===== src/rtl/btot_pkg.sv =====
// Shared types and helpers for the burst totaliser.
// Assumes packed decimal digits of four bits, least significant digit first.
package btot_pkg;

    localparam int unsigned NIB           = 4;
    localparam int unsigned SCALER_DIGITS = 4;

    typedef logic [NIB-1:0] bcd_t;

    typedef enum logic {
        MODE_ERASE = 1'b0,
        MODE_TOTAL = 1'b1
    } mode_e;

    // Preset for the burst down-counter: a single 1 in decade nsel.
    function automatic logic [NIB*SCALER_DIGITS-1:0] burst_preset(input logic [1:0] sel);
        logic [NIB*SCALER_DIGITS-1:0] v;
        v = '0;
        v[NIB*int'(sel) +: NIB] = 4'd1;
        return v;
    endfunction

endpackage


===== src/rtl/btot_bcd_digit.sv =====
// One decade cell: loads a value, counts up or down modulo ten.
// Assumes up and dn are never high together; load (and reset) wins over both.
// Reset loads ld_val, so the owner decides the reset contents.
module btot_bcd_digit
    import btot_pkg::*;
(
    input  logic clk,
    input  logic rst_n,
    input  logic load,
    input  bcd_t ld_val,
    input  logic up,
    input  logic dn,
    output bcd_t q_o
);

    bcd_t q;

    // Decade register with load, increment and decrement.
    always_ff @(posedge clk) begin
        if (!rst_n || load) begin
            q <= ld_val;
        end else if (up) begin
            q <= (q == 4'd9) ? 4'd0 : q + 4'd1;
        end else if (dn) begin
            q <= (q == 4'd0) ? 4'd9 : q - 4'd1;
        end
    end

    assign q_o = q;

endmodule


===== src/rtl/btot_up_chain.sv =====
// Saturating up-counting chain of decade cells.
// Assumes clr has priority over inc; once every digit reads 9 the chain holds.
module btot_up_chain
    import btot_pkg::*;
#(
    parameter int unsigned DIGITS = 7
) (
    input  logic                  clk,
    input  logic                  rst_n,
    input  logic                  clr,
    input  logic                  inc,
    output logic [NIB*DIGITS-1:0] count_o,
    output logic                  full_o
);

    bcd_t              dig [DIGITS];
    logic [DIGITS-1:0] cy;

    // Ripple carry: a digit steps when all digits below it read 9.
    always_comb begin
        full_o = 1'b1;
        for (int i = 0; i < int'(DIGITS); i++) begin
            if (dig[i] != 4'd9) full_o = 1'b0;
        end
        cy[0] = inc && !full_o;
        for (int i = 1; i < int'(DIGITS); i++) begin
            cy[i] = cy[i-1] && (dig[i-1] == 4'd9);
        end
    end

    for (genvar g = 0; g < int'(DIGITS); g++) begin : g_dig
        btot_bcd_digit u_dig (
            .clk    (clk),
            .rst_n  (rst_n),
            .load   (clr),
            .ld_val (4'd0),
            .up     (cy[g]),
            .dn     (1'b0),
            .q_o    (dig[g])
        );
        assign count_o[NIB*g +: NIB] = dig[g];
    end

endmodule


===== src/rtl/btot_down_scaler.sv =====
// Decade down-counter that is preset to the burst total and stops at zero.
// Assumes load_val is a legal packed-decimal value; reset also loads it.
module btot_down_scaler
    import btot_pkg::*;
#(
    parameter int unsigned SDIGITS = 4
) (
    input  logic                   clk,
    input  logic                   rst_n,
    input  logic                   load,
    input  logic [NIB*SDIGITS-1:0] load_val,
    input  logic                   dec,
    output logic                   zero_o
);

    bcd_t               dig [SDIGITS];
    logic [SDIGITS-1:0] bw;

    // Ripple borrow: a digit steps down when all digits below it read 0.
    always_comb begin
        zero_o = 1'b1;
        for (int i = 0; i < int'(SDIGITS); i++) begin
            if (dig[i] != 4'd0) zero_o = 1'b0;
        end
        bw[0] = dec && !zero_o;
        for (int i = 1; i < int'(SDIGITS); i++) begin
            bw[i] = bw[i-1] && (dig[i-1] == 4'd0);
        end
    end

    for (genvar g = 0; g < int'(SDIGITS); g++) begin : g_dig
        btot_bcd_digit u_dig (
            .clk    (clk),
            .rst_n  (rst_n),
            .load   (load),
            .ld_val (load_val[NIB*g +: NIB]),
            .up     (1'b0),
            .dn     (bw[g]),
            .q_o    (dig[g])
        );
    end

endmodule


===== src/rtl/btot_window.sv =====
// Count window: opens on the rising gate edge and closes LAG edges after the
// end-of-conversion strobe.
// Assumes LAG >= 1 and that no new gate edge arrives during the closing tail.
// open_o includes the opening edge itself; closed_o pulses for one cycle
// after the window has shut.
module btot_window #(
    parameter int unsigned LAG = 2
) (
    input  logic clk,
    input  logic rst_n,
    input  logic gate_i,
    input  logic eoc_i,
    output logic open_o,
    output logic closed_o
);

    localparam int unsigned LW = $clog2(LAG + 1);

    logic          gate_q;
    logic          win_q;
    logic          win_d;
    logic [LW-1:0] lag_q;
    logic          rise;

    assign rise = gate_i && !gate_q;

    // Edge detect, window flag and closing-tail counter.
    always_ff @(posedge clk) begin
        if (!rst_n) begin
            gate_q <= 1'b0;
            win_q  <= 1'b0;
            win_d  <= 1'b0;
            lag_q  <= '0;
        end else begin
            gate_q <= gate_i;
            win_d  <= win_q;
            if (rise) begin
                win_q <= 1'b1;
                lag_q <= '0;
            end else if (eoc_i && win_q) begin
                lag_q <= LW'(LAG);
            end else if (lag_q != '0) begin
                lag_q <= lag_q - LW'(1);
                if (lag_q == LW'(1)) win_q <= 1'b0;
            end
        end
    end

    assign open_o   = win_q || rise;
    assign closed_o = win_d && !win_q;

endmodule


===== src/rtl/burst_totaliser.sv =====
// Burst-counting decimal totaliser. Counts step pulses inside a padded window.
// In per-burst mode trigger A clears the count before each burst; in
// accumulate mode a preset number of bursts is summed and then frozen until
// a manual reset. disp_o keeps the count captured at each window close.
// Assumes eoc_i and man_rst_i are single-cycle strobes; nsel_i is sampled
// at reset and at manual reset only.
module burst_totaliser
    import btot_pkg::*;
#(
    parameter int unsigned DIGITS    = 7,
    parameter int unsigned CLOSE_LAG = 2
) (
    input  logic                  clk,
    input  logic                  rst_n,
    input  logic                  pulse_i,
    input  logic                  gate_i,
    input  logic                  trig_a_i,
    input  logic                  eoc_i,
    input  logic                  mode_i,
    input  logic [1:0]            nsel_i,
    input  logic                  man_rst_i,
    output logic [NIB*DIGITS-1:0] count_o,
    output logic [NIB*DIGITS-1:0] disp_o,
    output logic                  done_o
);

    localparam int unsigned CW = NIB * DIGITS;

    mode_e         mode;
    logic          win_open;
    logic          win_closed;
    logic          frozen;
    logic          cnt_clr;
    logic          cnt_inc;
    logic          full_unused;
    logic [CW-1:0] disp_q;

    assign mode    = mode_e'(mode_i);
    assign cnt_clr = man_rst_i || (mode == MODE_ERASE && trig_a_i && !frozen);
    assign cnt_inc = win_open && pulse_i && !frozen;

    btot_window #(.LAG(CLOSE_LAG)) u_win (
        .clk      (clk),
        .rst_n    (rst_n),
        .gate_i   (gate_i),
        .eoc_i    (eoc_i),
        .open_o   (win_open),
        .closed_o (win_closed)
    );

    btot_up_chain #(.DIGITS(DIGITS)) u_cnt (
        .clk     (clk),
        .rst_n   (rst_n),
        .clr     (cnt_clr),
        .inc     (cnt_inc),
        .count_o (count_o),
        .full_o  (full_unused)
    );

    btot_down_scaler #(.SDIGITS(SCALER_DIGITS)) u_scl (
        .clk      (clk),
        .rst_n    (rst_n),
        .load     (man_rst_i),
        .load_val (burst_preset(nsel_i)),
        .dec      (mode == MODE_TOTAL && eoc_i),
        .zero_o   (frozen)
    );

    // Held display: captures the count once the window has shut.
    always_ff @(posedge clk) begin
        if (!rst_n || man_rst_i) begin
            disp_q <= '0;
        end else if (win_closed) begin
            disp_q <= count_o;
        end
    end

    assign disp_o = disp_q;
    assign done_o = frozen;

endmodule


===== config.mk =====
export PLATFORM = sky130hd
export DESIGN_NAME = burst_totaliser
export DESIGN_NICKNAME = d
export VERILOG_FILES = /design/src/rtl/btot_pkg.sv /design/src/rtl/btot_bcd_digit.sv /design/src/rtl/btot_up_chain.sv /design/src/rtl/btot_down_scaler.sv /design/src/rtl/btot_window.sv /design/src/rtl/burst_totaliser.sv
export SDC_FILE = /design/constraint.sdc
export NUM_CORES = 1
export LEC_CHECK = 0
export ABC_AREA = 1
export BUFFER_PORTS_ARGS = -buffer_cell sky130_fd_sc_hd__buf_4
export CORE_AREA = 5 5 84 86
export CTS_CLUSTER_DIAMETER = 50
export CTS_CLUSTER_SIZE = 24
export DETAILED_ROUTE_END_ITERATION = 7
export DIE_AREA = 0 0 89 91
export PLACE_DENSITY = 0.83
export SLEW_MARGIN = 30
export SYNTH_ARGS = -nofsm -noshare
export SYNTH_HDL_FRONTEND = slang
export SYNTH_SLANG_ARGS = --single-unit

===== constraint.sdc =====
create_clock -name clk -period 4.3 [get_ports clk]
set_input_delay 0.43 -clock clk [delete_from_list [all_inputs] [get_ports clk]]
set_output_delay 0.43 -clock clk [all_outputs]
set_load 0.01 [all_outputs]

After elaboration in Yosys (flattened, before gate mapping)
Index checks and enable logic that the tools add are counted.
{"block": "classes", "addsub": 13, "n_eq_ne": 16, "shift": 2, "n_mux": 36, "n_bitwise": 3, "n_reduce_logical": 47}
{"operator": "$mux 4", "n": 19}
{"operator": "$neg 4->34", "n": 1}
{"operator": "$shift 4x34->16 const A", "n": 1}
{"operator": "$shiftx 4x34->16 const A", "n": 1}
{"operator": "$add 4x1->4 const B", "n": 7}
{"operator": "$eq 4x4->1 const B", "n": 7}
{"operator": "$ne 4x4->1 const B", "n": 7}
{"operator": "$logic_and 1x1->1", "n": 19}
{"operator": "$and 16x16->16", "n": 1}
{"operator": "$logic_not 4->1", "n": 4}
{"operator": "$reduce_bool 2->1", "n": 8}
{"operator": "$reduce_bool 4->1", "n": 4}
{"operator": "$sub 4x1->4 const B", "n": 4}
{"operator": "$mux 1", "n": 15}
{"operator": "$logic_not 1->1", "n": 5}
{"operator": "$logic_or 1x1->1", "n": 4}
{"operator": "$mux 2", "n": 2}
{"operator": "$reduce_and 3->1", "n": 1}
{"operator": "$reduce_or 3->1", "n": 1}
{"operator": "$eq 2x1->1 const B", "n": 1}
{"operator": "$ne 2x1->1 const B", "n": 1}
{"operator": "$not 1->1", "n": 2}
{"operator": "$reduce_or 2->1", "n": 1}
{"operator": "$sub 2x1->2 const B", "n": 1}
{"block": "word_totals", "reg_bits": 77, "input_bits": 10, "output_inout_bits": 57, "word_cells": 134}

Logic depth before layout (Yosys ltp)
Gate-level depths: netlist of the first run.
{"block": "depth", "ltp_word": 16, "ltp_mapped": 13, "depth_no_buf": 13}

Modules after synthesis
Synthesis of the first run repeated with hierarchy kept, for this count alone.
{"block": "hier_totals", "hier_cells": 831, "area_unflattened_um2": 5597.9}
{"mod": "btot_bcd_digit", "instances": 11, "cells_each": 53, "area_per_inst_um2": 355.3, "seq_area_each_um2": 120.1}
{"mod": "burst_totaliser", "instances": 1, "cells_each": 137, "area_per_inst_um2": 1112.3, "seq_area_each_um2": 560.5}
{"mod": "btot_up_chain", "instances": 1, "cells_each": 58, "area_per_inst_um2": 274.0, "seq_area_each_um2": 0.0}
{"mod": "btot_window", "instances": 1, "cells_each": 28, "area_per_inst_um2": 195.2, "seq_area_each_um2": 100.1}
{"mod": "btot_down_scaler", "instances": 1, "cells_each": 25, "area_per_inst_um2": 107.6, "seq_area_each_um2": 0.0}

Least setup slack after synthesis of the first run
OpenSTA, ideal clock, no wires.
{"block": "synth_timing", "kind": "register to register", "from": "register u_scl.g_dig[0].u_dig.q[0]", "to": "register u_scl.g_dig[3].u_dig.q[0], enable pin", "setup_ns": 0.361, "arrival_ns": 1.489, "t_required_ns": 3.939, "slack_ns": 2.450, "stages_incl_launch_ff": 10, "path_buffers": 0, "period_less_slack_ns": 1.850, "cell_sequence": "edfxtp_1 > inv_1 > ha_1 > nand3_2 > nor2_1 > nand2_2 > nand3_1 > nor2_1 > nand2_1 > o21ai_0"}
{"block": "synth_via", "elab_chain_cells": 11, "word_cells_on_any_way": 12, "classes_between": "mux: 4; reduce/logical: 8"}
{"item": "from (decl)", "line_no": "btot_bcd_digit.sv:16", "text": "bcd_t q;"}
{"item": "from (signal assigned)", "line_no": "btot_bcd_digit.sv:21", "text": "q <= ld_val;"}
{"item": "from (signal assigned)", "line_no": "btot_bcd_digit.sv:23", "text": "q <= (q == 4'd9) ? 4'd0 : q + 4'd1;"}
{"item": "from (signal assigned)", "line_no": "btot_bcd_digit.sv:25", "text": "q <= (q == 4'd0) ? 4'd9 : q - 4'd1;"}
{"item": "$reduce_bool 4->1", "line_no": "btot_down_scaler.sv:23", "text": "if (dig[i] != 4'd0) zero_o = 1'b0;"}
{"item": "$mux 1 (4 in a row)", "line_no": "btot_down_scaler.sv:23"}
{"item": "$logic_not 1->1", "line_no": "btot_down_scaler.sv:25", "text": "bw[0] = dec && !zero_o;"}
{"item": "$logic_and 1x1->1", "line_no": "btot_down_scaler.sv:25"}
{"item": "$logic_and 1x1->1 * (3 in a row)", "line_no": "btot_down_scaler.sv:27", "text": "bw[i] = bw[i-1] && (dig[i-1] == 4'd0);"}
{"item": "$reduce_bool 2->1 (no source line) *"}
{"item": "to (signal assigned)", "line_no": "btot_bcd_digit.sv:21"}
{"item": "to (signal assigned)", "line_no": "btot_bcd_digit.sv:23"}
{"item": "to (signal assigned)", "line_no": "btot_bcd_digit.sv:25"}
{"item": "to (decl)", "line_no": "btot_bcd_digit.sv:16"}
Every way passes the cells marked *; elsewhere a longest branch is shown, timed or not.
A chain may end at the register's enable or synchronous reset.

Worst setup path after layout of the first run
{"block": "layout_timing", "from": "register u_scl.g_dig[0].u_dig.q[0]", "to": "output done_o"}
{"block": "layout_via", "elab_chain_cells": 5}
{"item": "$reduce_bool 4->1", "line_no": "btot_down_scaler.sv:23"}
{"item": "$mux 1 (4 in a row)", "line_no": "btot_down_scaler.sv:23"}
{"item": "to (decl)", "line_no": "burst_totaliser.sv:24", "text": "output logic done_o"}
Every way passes these cells.

==> results of run 1 <==
## sequential cells by signal, indices dropped and copies added (netlist names)
name                   flops
u_scl.g_dig.u_dig.q_o     16
u_win.gate_q               1
disp_o                    28
u_win.lag_q                2
u_win.win_q                1
u_cnt.g_dig.u_dig.q_o     28
u_win.win_d                1
## metal layers
layer	track usage (%)	part of all wire [%]
met1	28.3	44
met5	0	0
met3	3.98	4.3
met4	9.80	1.9
met2	36.8	50
## through the flow
| stage | hold WS [ns] | util (%) | setup slack (ns) |
|---|---|---|---|
| final | 0.290 | 70.0 | 2.14 |
| after global routing | 0.291 | 70.0 | 1.97 |
| after CTS | 0.283 | 70.0 | 2.16 |
| after detailed placement | 0.464 | 66.4 | 2.15 |
| after global placement | 0.445 | 66.4 | 2.23 |
| after floorplan | 0.425 | - | 2.45 |
## cell type report
class,count,share of cell area (%)
well taps,77,2.22
clock buffers,14,4.96
flip-flops and latches,77,39.2
repair buffers,68,11.8
inverters,66,5.71
clock inverters,1,0.144
multi-input cells,292,36.0
## report_power, final
group / internal, mW / switching (mW) / leakage, nW
sequential: 0.765 / 0.0167 / 0.668
clock: 0.325 / 0.258 / 0.115
combinational: 0.0520 / 0.0849 / 1.05
## path summary, 6_finish.rpt
check                                         from  cells after the start                                        to  slack [ns]
min                                         gate_i                      3                   u_win.gate_q$_SDFF_PN0_        0.29
max reg2reg  u_scl.g_dig[0].u_dig.q_o[0]$_DFFE_PP_                      8  u_cnt.g_dig[5].u_dig.q_o[3]$_SDFFE_PP0P_        2.16
max          u_scl.g_dig[0].u_dig.q_o[0]$_DFFE_PP_                      5                                    done_o        2.14
min reg2reg            u_win.lag_q[1]$_SDFFE_PP0P_                      2               u_win.lag_q[1]$_SDFFE_PP0P_        0.47
## worst max-delay path, cell delays in order (launching register included)
cell and delay, ns:
edfxtp_1 0.38, inv_1 0.12, ha_1 0.23, nand3_2 0.13
nor4_1 0.34, buf_4 0.19
## kinds of logic after synthesis
group	count (synthesis)	share of synthesized area [%]
AOI/OAI and AO/OA	105	16.2
xor gates and xnor gates	11	2.69
adders and majority gates	6	2.10
buffers and inverters	80	8.98
DFF	77	47.5
and+or+nand+nor	170	22.5
## Yosys cell counts
| library cell | n |
|---|---|
| a2111oi_0 | 1 |
| a211oi_1 | 2 |
| a21oi_1 | 48 |
| a21oi_4 | 1 |
| a221oi_1 | 1 |
| a22oi_1 | 2 |
| a311oi_1 | 1 |
| a31oi_1 | 1 |
| a31oi_4 | 1 |
| a41oi_1 | 1 |
| buf_2 | 2 |
| buf_4 | 1 |
| buf_6 | 2 |
| clkbuf_1 | 9 |
| clkinv_1 | 1 |
| dfxtp_1 | 61 |
| edfxtp_1 | 16 |
| ha_1 | 6 |
| inv_1 | 57 |
| inv_2 | 8 |
| nand2_1 | 61 |
| nand2_2 | 6 |
| nand2_4 | 1 |
| nand3_1 | 13 |
| nand3_2 | 5 |
| nand3_4 | 1 |
| nand3b_1 | 1 |
| nand4_1 | 11 |
| nor2_1 | 58 |
| nor2_2 | 5 |
| nor2_4 | 2 |
| nor2_8 | 1 |
| nor3_1 | 3 |
| nor3b_1 | 1 |
| nor4_1 | 1 |
| o21ai_0 | 43 |
| o21ai_1 | 3 |
| xnor2_1 | 5 |
| xor2_1 | 6 |
==> run_results.csv, run 1 <==
group,metric,value,unit
critical_path,cp_max_fo,5,
layout,n_antenna_cell,0,
clock_tree,post_cts_buffers,0,
global_route,grt_first_pass_wirelength,14700,um
critical_path,worstPathRequired,3.87,ns
layout,register_area,0.00170,mm2
detailed_routing,drt-initial-drc-count,95,
sta,finalSetupViolCount,0,
layout,fillers,498,
critical_path,end_kind,"output port",
clock_tree,ctsHtreeMaxLevel,3,
sta,slew_violations,0,
layout,multiInputGateArea,0.00156,mm2
power,pwr_density_cell,346,mW/mm2
placement,dp_cells,580,
layout,drive_gt1_share,22.4,%
layout,final_cells,595,
clock_tree,cts-root-buf,"clkbuf_8",
detailed_routing,dr.pass1.iters,5,
clock_tree,post_cts_resize_count,0,
layout,layout_commonest_cell,"buf_4",
clock_tree,cts_tree,"done",
clock_tree,ctsLongestPathBuffers,2,
clock_tree,insertion_delay,0.34,ns
clock_tree,cts_buffers,9,
power,power.total,1.50,mW
synth,ys_ff_latch,77,
synth,ys.warnings.count,0,
sta,clock.fmax,463,MHz
synth,yosys.area.top_type,"dfxtp_1",
power,irDropWorstVdd,0.000211,V
synth,synthCells,449,
synth,syn_avg_cell_area,7.98,um2
die,die-area,0.00810,mm2
global_route,grt_max_degree,36,
placement,gp_congestion,0.844,
clock_tree,clkSinkCount,77,
critical_path,path_class,"reg2out",
layout,layout.nets,530,
flow_run,timing.max_cap.violations,0,
synth,syn_area,0.00358,mm2
detailed_routing,antenna_left,0,
sta,worst_pin_slew,0.846,ns
detailed_routing,vias_per_cell,5.35,
critical_path,start_kind,"flip-flop",
sta,fin_skew,0.00872,ns
global_route,grt_pass1_vias,3298,
sta,max_slew_margin,43.5,%
layout,stdcell_area,0.00434,mm2
synth,ys_seq_area_share,47.5,%
sta,hold_violations,0,
detailed_routing,drt-total-wl,8440,um
placement,dpl_cell_area,0.00412,mm2
die,die_w,89,um
hold_path,hold_path_class,"in2reg",
placement,hpwl,6260,um
die,initial_core_util,57.7,%
die,rows,29,
detailed_routing,drc,0,
sta,fin_crit_sh,50.2,%
outcome,status,"finished clean",
global_route,grt_overflow,0,
global_route,antenna_found_initial,0,
detailed_routing,num_vias,3181,
global_route,track_usage,22.3,%
sta,fin_crit,2.16,ns
critical_path,crit_arrival,1.73,ns
synth,synth.top_cell.area_share,34.1,%
die,fp.dieH,91,um
sta,rsz0062_at_grt,"false",
die,io_pins,67,
layout,area_growth,21.2,%
clock_tree,ctsHoldBuffers,0,
placement,io_buffers,66,
power,leakage,1.84,nW
die,core_area,0.00620,mm2
synth,synthesis.nets,465,
sta,fin_setup_tns,0,ns
clock_tree,clk_pin_slew,0.07,ns
detailed_routing,post_drt_wl_per_cell,14.2,um
synth,synthDistinctLibCells,39,
synth,synthTopCellsByArea,"dfxtp_1 (34%), edfxtp_1 (13%), a21oi_1 (6.7%)",
layout,final_cell_mix,"buf_4 (68), nand2_1 (61), dfxtp_1 (61)",
Note: power is estimated with default switching activity, not from simulation.
==> run 2: changes to the inputs <==
Settings changed: ABC_AREA 1 to 0, CORE_AREA 5 5 84 86 to 5 5 86 88, DIE_AREA 0 0 89 91 to 0 0 91 93, PLACE_DENSITY 0.83 to 0.78.
Clock period 4.3 ns to 2.15 ns, I/O delays scaled along.
==> run_results.csv, run 2 <==
group,metric,value,unit
die,rows,30,
placement,io_buffers,66,
sta,clock.fmax,418,MHz
synth,synth_ff_type,"dfxtp_1",
synth,syn_avg_cell_area,8.68,um2
global_route,antenna_found_initial,0,
flow_run,timing.max_cap.violations,0,
power,power.total,3.15,mW
layout,area_growth,45.9,%
die,io_pins,67,
synth,synth_edf_count,16,
hold_path,whs_path_depth,2,
sta,fin_crit,2.39,ns
critical_path,worst_r2r_path_depth,9,
detailed_routing,vias_per_cell,5.57,
synth,ys_seq_area_share,49.1,%
critical_path,worstPathRequired,2.44,ns
detailed_routing,drt-initial-drc-count,197,
placement,gp_congestion,0.817,
sta,holdWs,0.0927,ns
clock_tree,cts_buffers,9,
clock_tree,ctsLongestPathBuffers,2,
critical_path,end_kind,"flip-flop",
global_route,track_usage,21.9,%
synth,synthCells,399,
global_route,grt_overflow,0,
synth,yosysMostFrequentCell,"nand2_1",
placement,dpl_cell_area,0.00442,mm2
hold_path,min_to,"u_win.lag_q[0]$_SDFFE_PP0N_",
power,irDropWorstVdd,0.000464,V
synth,ys.warnings.count,0,
detailed_routing,antenna_left,0,
power,p_int,2.35,mW
critical_path,crit_arrival,2.68,ns
sta,worst_pin_slew,0.881,ns
sta,finalSetupViolCount,37,
critical_path,path_class,"reg2reg",
die,fp.dieH,93,um
hold_path,hp-start,"eoc_i",
die,core_area,0.00657,mm2
hold_path,hold_path_class,"in2reg",
power,switching_power,801,uW
synth,synthDistinctLibCells,45,
layout,stdcell_area,0.00505,mm2
synth,ys_ff_latch,77,
clock_tree,insertion_delay,0.35,ns
layout,register_area,0.00170,mm2
outcome,status,"finished, violations left",
detailed_routing,num_vias,3444,
clock_tree,cts-root-buf,"clkbuf_8",
layout,fillers,441,
sta,rsz0062_at_grt,"true",
clock_tree,clkSinkCount,77,
outcome,violations,"negative setup slack",
sta,fin_skew,0.00878,ns
clock_tree,ctsHoldBuffers,0,
detailed_routing,post_drt_wl_per_cell,16.3,um
detailed_routing,dr.pass1.iters,5,
synth,synth_common_cells,"nand2_1 (81), dfxtp_1 (61), a21oi_1 (54), nor2_1 (27), inv_1 (18)",
power,pwr_density_cell,624,mW/mm2
power,seq_power_share,49.5,%
sta,max_slew_margin,40.6,%
synth,yosys.area.top_type,"dfxtp_1",
layout,final_cell_mix,"buf_4 (128), nand2_1 (80), dfxtp_1 (61)",
power,p_clk_share,36.2,%
sta,slew_violations,0,
critical_path,regToRegSetupSlack,-0.24,ns
die,die-area,0.00846,mm2
clock_tree,cts_tree,"done",
layout,n_antenna_cell,0,
synth,synthArstFlopShare,0,%
critical_path,r2r-start,"u_scl.g_dig[2].u_dig.q_o[1]$_DFFE_PP_",
layout,layout.nets,549,
critical_path,start_kind,"flip-flop",
detailed_routing,drt-total-wl,10100,um
die,die_w,91,um
sta,hold_violations,0,
synth,synthTopCellsByArea,"dfxtp_1 (35%), edfxtp_1 (14%), nand2_1 (8.8%)",
synth,synth.top_cell.area_share,35.3,%
sta,fin_crit_sh,111,%
sta,setup_ws,-0.241,ns
clock_tree,clk_pin_slew,0.08,ns
clock_tree,ctsHtreeMaxLevel,3,
global_route,grt_pass1_vias,3236,
layout,layout_commonest_cell,"buf_4",
power,swShare,25.4,%
placement,hpwl,6390,um
critical_path,cp_max_fo,5,
die,initial_core_util,52.7,%
global_route,grt_max_degree,23,
power,leakage,2.01,nW
synth,synthesis.nets,415,
layout,fin_util,76.9,%
detailed_routing,drc,0,
layout,drive_gt1_share,38.7,%
critical_path,r2r_end,"u_cnt.g_dig[6].u_dig.q_o[0]$_SDFFE_PP0P_",
global_route,grt_first_pass_wirelength,15100,um
power,p_comb_share,14.3,%
layout,multiInputGateArea,0.00184,mm2
placement,pre_cts_slack,-0.154,ns
synth,syn_area,0.00346,mm2
run 2: cells by family after synthesis:
family / synth area share (%)
compound gates: 14.3
xor+xnor: 3.79
fa+ha+maj: 2.17
buf+inv: 3.76
flops: 49.1
mux: 1.16
simple gates: 25.7
run 2: worst max path at each step:
stage | from | end | slack, ns | cells past startpoint
2_1_floorplan | u_scl.g_dig[1].u_dig.q_o[0]$_DFFE_PP_ | u_cnt.g_dig[5].u_dig.q_o[3]$_SDFFE_PP0P_ | -0.18 | 9
3_3_place_gp | u_scl.g_dig[3].u_dig.q_o[0]$_DFFE_PP_ | u_cnt.g_dig[6].u_dig.q_o[0]$_SDFFE_PP0P_ | -0.12 | 8
3_5_place_dp | u_scl.g_dig[3].u_dig.q_o[0]$_DFFE_PP_ | u_cnt.g_dig[6].u_dig.q_o[0]$_SDFFE_PP0P_ | -0.15 | 8
4_1_cts | u_scl.g_dig[1].u_dig.q_o[0]$_DFFE_PP_ | done_o | -0.09 | 7
5_1_grt | u_scl.g_dig[2].u_dig.q_o[1]$_DFFE_PP_ | u_cnt.g_dig[6].u_dig.q_o[0]$_SDFFE_PP0P_ | -0.32 | 9
6_report | u_scl.g_dig[2].u_dig.q_o[1]$_DFFE_PP_ | u_cnt.g_dig[6].u_dig.q_o[0]$_SDFFE_PP0P_ | -0.24 | 9
run 2: what timing repair did:
item                       in CTS  in global routing
buffers inserted               12                  7
pin swaps                       6                 13
cloned                          0                  2
gates resized for setup        20                 43
setup endpoints to repair      42                 41
run 2: layout make-up:
type                            count  share of cell area (%)
Timing Repair Buffer              139                    22.4
Multi-Input combinational cell    288                    36.4
Clock buffer                       12                    3.71
Tap cell                           80                    1.98
Clock inverter                      4                   0.495
Sequential cell                    77                    33.7
Inverter                           18                    1.34
run 2: critical path, stage by stage, from the launching register on:
cell      delay, ns
edfxtp_1       0.41
inv_2          0.11
ha_4           0.14
or3b_4         0.40
nor4_4         0.29
buf_6          0.17
buf_6          0.11
o21ai_4        0.05
or4_1          0.54
nand2_1        0.11
run 2: per-layer routing:
layer,vias up,track usage (%),routed length (um)
li1,1647,-,-
met5,-,0,0
met3,17,5.39,636
met1,1637,26.6,3950
met2,143,37.7,5330
met4,0,7.82,174
run 2: power groups by stage:
stage                     registers, mW  logic, mW  clock network, mW
after floorplan                    1.59      0.184                  0
after global placement             1.58      0.311                  0
after detailed placement           1.59      0.325                  0
after CTS                          1.56      0.378               1.14
after global routing               1.56      0.486               1.20
final                              1.56      0.451               1.14
run 2: through the flow:
step	cells	TNS, ns
finish	618	-4.51
global route	618	-7.65
CTS	609	-0.457
detailed placement	581	-3.82
global placement	581	-2.26
floorplan	399	-2.91
